## src/rtl/rtc_alarm_pkg.sv

```systemverilog
package rtc_alarm_pkg;

  localparam int NUM_FIELDS = 4;

  localparam int FIELD_MIN  = 0;
  localparam int FIELD_HOUR = 1;
  localparam int FIELD_DAY  = 2;
  localparam int FIELD_WDAY = 3;

  localparam int CTRL_FLAG_BIT = 3;
  localparam int CTRL_IEN_BIT  = 1;
  localparam int EXCL_BIT      = 7;

  typedef struct packed {
    logic [NUM_FIELDS-1:0] wrAlarm;
    logic                  wrCtrl;
    logic                  setFlag;
    logic                  clrFlag;
  } alarmStrobes_t;

  // Bits that are kept in each alarm register; all others read 0.
  function automatic logic [7:0] fieldMask(input int idx);
    case (idx)
      FIELD_MIN:  fieldMask = 8'hFF;
      FIELD_HOUR: fieldMask = 8'hBF;
      FIELD_DAY:  fieldMask = 8'hBF;
      default:    fieldMask = 8'h87;
    endcase
  endfunction

endpackage

```

## src/rtl/rtc_alarm_ctrl.sv

```systemverilog
module rtc_alarm_ctrl
  import rtc_alarm_pkg::*;
#(
  parameter int ADDR_W = 4,
  parameter logic [ADDR_W-1:0] CTRL_ADDR  = ADDR_W'(1),
  parameter logic [ADDR_W-1:0] ALARM_BASE = ADDR_W'(9)
) (
  input  logic              clk,
  input  logic              rst_n,
  input  logic              regWrEn,
  input  logic [ADDR_W-1:0] regAddr,
  input  logic [7:0]        regWrData,
  input  logic              minuteTick,
  input  logic              fullMatch,
  output alarmStrobes_t     strobes
);

  logic lastMatch;
  logic [NUM_FIELDS-1:0] wrAlarm;

  genvar gi;
  generate
    for (gi = 0; gi < NUM_FIELDS; gi++) begin : g_dec
      localparam logic [ADDR_W-1:0] FIELD_ADDR = ALARM_BASE + ADDR_W'(gi);
      assign wrAlarm[gi] = regWrEn && (regAddr == FIELD_ADDR);
    end
  endgenerate

  // Match state seen at the most recent minute pulse; a new event needs
  // a pulse where the match is present after one where it was absent.
  always_ff @(posedge clk or negedge rst_n) begin
    if (!rst_n)          lastMatch <= 1'b0;
    else if (minuteTick) lastMatch <= fullMatch;
  end

  always_comb begin
    strobes.wrAlarm = wrAlarm;
    strobes.wrCtrl  = regWrEn && (regAddr == CTRL_ADDR);
    strobes.setFlag = minuteTick && fullMatch && !lastMatch;
    strobes.clrFlag = strobes.wrCtrl && !regWrData[CTRL_FLAG_BIT];
  end

endmodule

```

## src/rtl/rtc_alarm_dp.sv

```systemverilog
module rtc_alarm_dp
  import rtc_alarm_pkg::*;
#(
  parameter int ADDR_W = 4,
  parameter logic [ADDR_W-1:0] CTRL_ADDR  = ADDR_W'(1),
  parameter logic [ADDR_W-1:0] ALARM_BASE = ADDR_W'(9)
) (
  input  logic                  clk,
  input  logic                  rst_n,
  input  alarmStrobes_t         strobes,
  input  logic [ADDR_W-1:0]     regAddr,
  input  logic [7:0]            regWrData,
  input  logic [6:0]            timeMin,
  input  logic [5:0]            timeHour,
  input  logic [5:0]            timeDay,
  input  logic [2:0]            timeWday,
  output logic                  fullMatch,
  output logic                  alarmFlag,
  output logic                  irqEnable,
  output logic [NUM_FIELDS-1:0] exclBits,
  output logic [7:0]            regRdData
);

  logic [7:0] alarmReg [NUM_FIELDS];
  logic [7:0] timeVec  [NUM_FIELDS];
  logic [NUM_FIELDS-1:0] fieldOk;

  assign timeVec[FIELD_MIN]  = {1'b0, timeMin};
  assign timeVec[FIELD_HOUR] = {2'b0, timeHour};
  assign timeVec[FIELD_DAY]  = {2'b0, timeDay};
  assign timeVec[FIELD_WDAY] = {5'b0, timeWday};

  always_ff @(posedge clk or negedge rst_n) begin
    if (!rst_n) begin
      for (int i = 0; i < NUM_FIELDS; i++) alarmReg[i] <= 8'h80;
    end else begin
      for (int i = 0; i < NUM_FIELDS; i++)
        if (strobes.wrAlarm[i]) alarmReg[i] <= regWrData & fieldMask(i);
    end
  end

  genvar gi;
  generate
    for (gi = 0; gi < NUM_FIELDS; gi++) begin : g_cmp
      assign exclBits[gi] = alarmReg[gi][EXCL_BIT];
      assign fieldOk[gi]  = exclBits[gi] ||
                            (alarmReg[gi][6:0] == timeVec[gi][6:0]);
    end
  endgenerate

  assign fullMatch = (&fieldOk) && !(&exclBits);

  // A set in the same cycle as a clearing write takes precedence.
  always_ff @(posedge clk or negedge rst_n) begin
    if (!rst_n) begin
      alarmFlag <= 1'b0;
      irqEnable <= 1'b0;
    end else begin
      if (strobes.setFlag)      alarmFlag <= 1'b1;
      else if (strobes.clrFlag) alarmFlag <= 1'b0;
      if (strobes.wrCtrl)       irqEnable <= regWrData[CTRL_IEN_BIT];
    end
  end

  always_comb begin
    regRdData = 8'h00;
    if (regAddr == CTRL_ADDR) begin
      regRdData[CTRL_FLAG_BIT] = alarmFlag;
      regRdData[CTRL_IEN_BIT]  = irqEnable;
    end
    for (int i = 0; i < NUM_FIELDS; i++)
      if (regAddr == ALARM_BASE + ADDR_W'(i)) regRdData = alarmReg[i];
  end

endmodule

```

## src/rtl/rtc_alarm_irq.sv

```systemverilog
module rtc_alarm_irq
  import rtc_alarm_pkg::*;
#(
  parameter int ADDR_W = 4,
  parameter logic [ADDR_W-1:0] CTRL_ADDR  = ADDR_W'(1),
  parameter logic [ADDR_W-1:0] ALARM_BASE = ADDR_W'(9)
) (
  input  logic              clk,
  input  logic              rst_n,
  input  logic              regWrEn,
  input  logic [ADDR_W-1:0] regAddr,
  input  logic [7:0]        regWrData,
  output logic [7:0]        regRdData,
  input  logic [6:0]        timeMin,
  input  logic [5:0]        timeHour,
  input  logic [5:0]        timeDay,
  input  logic [2:0]        timeWday,
  input  logic              minuteTick,
  output logic              irqDriveLow
);

  alarmStrobes_t         strobes;
  logic                  fullMatch;
  logic                  alarmFlag;
  logic                  irqEnable;
  logic [NUM_FIELDS-1:0] exclBits;

  rtc_alarm_ctrl #(
    .ADDR_W(ADDR_W), .CTRL_ADDR(CTRL_ADDR), .ALARM_BASE(ALARM_BASE)
  ) u_ctrl (
    .clk(clk), .rst_n(rst_n), .regWrEn(regWrEn), .regAddr(regAddr),
    .regWrData(regWrData), .minuteTick(minuteTick),
    .fullMatch(fullMatch), .strobes(strobes)
  );

  rtc_alarm_dp #(
    .ADDR_W(ADDR_W), .CTRL_ADDR(CTRL_ADDR), .ALARM_BASE(ALARM_BASE)
  ) u_dp (
    .clk(clk), .rst_n(rst_n), .strobes(strobes), .regAddr(regAddr),
    .regWrData(regWrData), .timeMin(timeMin), .timeHour(timeHour),
    .timeDay(timeDay), .timeWday(timeWday), .fullMatch(fullMatch),
    .alarmFlag(alarmFlag), .irqEnable(irqEnable), .exclBits(exclBits),
    .regRdData(regRdData)
  );

  assign irqDriveLow = alarmFlag && irqEnable;

endmodule

```

## config.mk

```make
export PLATFORM = sky130hd
export DESIGN_NAME = rtc_alarm_irq
export DESIGN_NICKNAME = d
export VERILOG_FILES = /design/src/rtl/rtc_alarm_pkg.sv /design/src/rtl/rtc_alarm_ctrl.sv /design/src/rtl/rtc_alarm_dp.sv /design/src/rtl/rtc_alarm_irq.sv
export SDC_FILE = /design/constraint.sdc
export NUM_CORES = 1
export LEC_CHECK = 0
export ABC_CLOCK_PERIOD_IN_PS = 1900
export BUFFER_PORTS_ARGS = -buffer_cell sky130_fd_sc_hd__clkbuf_2
export CAP_MARGIN = 30
export CORE_UTILIZATION = 30
export DETAILED_ROUTE_END_ITERATION = 10
export GPL_TIMING_DRIVEN = 0
export HOLD_SLACK_MARGIN = 0.1
export PLACE_DENSITY = 0.56
export SYNTH_ARGS = -nofsm -noshare
export SYNTH_HDL_FRONTEND = slang
export SYNTH_SLANG_ARGS = --single-unit
```

## constraint.sdc

```tcl
create_clock -name clk -period 1.9 [get_ports clk]
set_input_delay 0.19 -clock clk [delete_from_list [all_inputs] [get_ports clk]]
set_output_delay 0.19 -clock clk [all_outputs]
set_load 0.005 [all_outputs]
```

==> impl_metrics.toml <==
[setup_path]
endpoint_kind = "flop"
path_max_fanout = 3
cp.arrival_ns = 2.05
required_ns = 2.11
crit_type = "reg2reg"
start_kind = "flop"

[placed_design]
gp_congestion = 0.815
dp.cells = 261
dpl.hpwl_um = 3070
port_buffers = 45

[synth]
yosys.area.top_type_share = 0.389
ys.flop_type = "dfrtp_1"
seq_area_frac_synth = 0.454
netlist_instances = 146
syn_area_per_cell_um2 = 11.0
yosysWarnings = 0
yosys-top-cells-area = "dfrtp_1 39%, mux2_2 20%, xor2_1 8.2%"
synthArstFlopShare = 1.00
synth_edf_count = 0
synth_area_um2 = 1610
synth_top_cell_by_area = "dfrtp_1"
syn_nets = 184
ys_types = 31
ys_ff_latch = 29

[global_routing]
grt_pass1_vias = 1266
overflow = 0
track_usage = 0.160
grt_max_degree = 30
antenna_found_initial = 0
grt_pass1_wl_um = 6290

[routing]
firstDrtPassIters = 4
route.final.wire_length_um = 3930
vias = 1243
antenna_left = 0
drc = 0
avgRoutedWirePerCell_um = 14.5
drt_iter0_drc = 33
via_per_inst = 4.60

[layout]
instances_no_fill = 270
drive_above_1_share = 0.450
num_antenna_cells = 0
multi_input_area_um2 = 866
n_fill_cell = 563
final_common_cell = "clkbuf_2"
final_cell_mix = "46 x clkbuf_2, 28 x mux2_2, 25 x dfrtp_1, 15 x xor2_1, 12 x nor2_1"
utilization = 0.396
final-seq-area_um2 = 731
syn2layout_area_growth_pct = 26.4
fin_nets = 237

[sta]
tns_ns = 0
max_freq_ghz = 0.544
min_period_over_period = 0.968
setup_violations = 0
max_slew_margin = 0.506
hold_viol_final = 0
fin_crit_ns = 1.84
clock_skew_ns = 0.00610
rsz0062_at_grt = "no"
tightest_slew_ns = 0.741
finalMaxSlewViolations = 0

[cts]
cts_htree_levels = 2
clockBufferDepth = 2
postCtsSetupRepairBufs = 0
cts_tree = "yes"
cts_sinks = 29
clk_pin_slew_ns = 0.06
clk_latency_ns = 0.28
cts-root-buf = "clkbuf_8"
cts_buffers = 5

[outcome]
status = "complete, no violations"

[job]
cap_viol_max_count = 0

[floorplanning]
die_w_um = 75.2
fp.coreArea_um2 = 5140
io-pin-count = 47
fp-row-count = 26
die_area_um2 = 5660
start_util = 0.313
die_h_um = 75.2

[power]
p_total_w = 0.00187
leakagePower_nw = 0.932
p_per_area_nw_per_um2 = 919
ir_drop_mv = 0.385

[hold_path]
min_path_type = "in2reg"
-- power breakdown --
part           internal (W)  switching (W)  total (W)  leakage (nW)
clock              0.000295       0.000227   0.000522        0.0455
combinational      0.000251       0.000187   0.000438         0.535
sequential         0.000779       0.000129   0.000909         0.351
total               0.00133       0.000544    0.00187         0.932
-- worst max-delay path, cell delays in order (launching register included) --
cell and delay (ns):
dfrtp_1 0.40, xor2_1 0.19, nor4_1 0.39, a31oi_1 0.14, or4_1 0.52, o21ai_1 0.13
-- metal layers --
metal | global-route usage | wire (µm) | part of all wire | vias up
met4 | 0.0741 | 78 | 0.020 | 0
met3 | 0.0402 | 183 | 0.047 | 6
li1 | - | - | - | 621
met2 | 0.238 | 1800 | 0.46 | 33
met5 | 0 | 0 | 0 | -
met1 | 0.218 | 1860 | 0.47 | 583
-- cell type report --
type                            instances  share of cell area
Clock buffer                            8              0.0443
Sequential cell                        29               0.359
Inverter                                2             0.00369
Tap cell                               70              0.0431
Timing Repair Buffer                   46               0.116
Multi-Input combinational cell        111               0.426
Buffer                                  4             0.00861
-- synthesized netlist by cell type (all sizes together), types with 3 or more instances --
| cell type | n |
|---|---|
| mux2 | 28 |
| dfrtp | 25 |
| xor2 | 15 |
| nor2 | 12 |
| nand2 | 10 |
| o21ai | 9 |
| xnor2 | 7 |
| a21oi | 5 |
| dfstp | 4 |
| mux2i | 4 |
| nor4 | 4 |
| a31oi | 3 |
-- cell families (layout without fill, tap and decap cells) --
family / Yosys count / count (layout) / share of synthesized area
buffers and inverters: 6 / 60 / 0.0155
and+or+nand+nor: 37 / 37 / 0.121
DFF: 29 / 29 / 0.454
AOI/OAI and AO/OA: 20 / 20 / 0.0684
xor gates and xnor gates: 22 / 22 / 0.120
muxes: 32 / 32 / 0.221
-- stage by stage --
stage | instance area (µm²) | setup slack [ns] | hold slack [ns]
2_1_floorplan | 1610 | 0.283 | -0.106
3_3_place_gp | 1920 | -0.0206 | 0.291
3_5_place_dp | 1920 | 0.00149 | 0.288
4_1_cts | 2030 | 0.0637 | 0.105
5_1_grt | 2030 | 0.00119 | 0.109
6_report | 2030 | 0.0608 | 0.116
-- sequential cells by signal, indices dropped and copies added, names as in the netlist --
name              count
u_ctrl.lastMatch      1
u_dp.alarmFlag        1
u_dp.alarmReg        22
u_dp.irqEnable        1
u_dp.exclBits         4
-- timing repair --
action                     4_1_cts  5_1_grt
setup endpoints to repair        1        1
gates resized for setup          1        1
hold buffers                     1        0
cloned                           0        0
hold endpoints to repair        25        0
-- path summary, 6_finish.rpt --
| kind | startpoint | end | slack [ns] | cells past startpoint |
|---|---|---|---|---|
| worst max-delay path | u_dp.alarmReg[8] | u_dp.alarmFlag | 0.06 | 5 |
| worst min-delay path | minuteTick | u_ctrl.lastMatch | 0.12 | 2 |
| worst max register to register | u_dp.alarmReg[8] | u_dp.alarmFlag | 0.06 | 5 |
| worst min register to register | u_ctrl.lastMatch | u_dp.alarmFlag | 0.46 | 1 |
| max in group asynchronous | rst_n | u_dp.alarmReg[2] | 0.92 | 2 |
| min in group asynchronous | rst_n | u_dp.alarmReg[12] | 0.50 | 2 |
(Power assumes the default switching activity.)
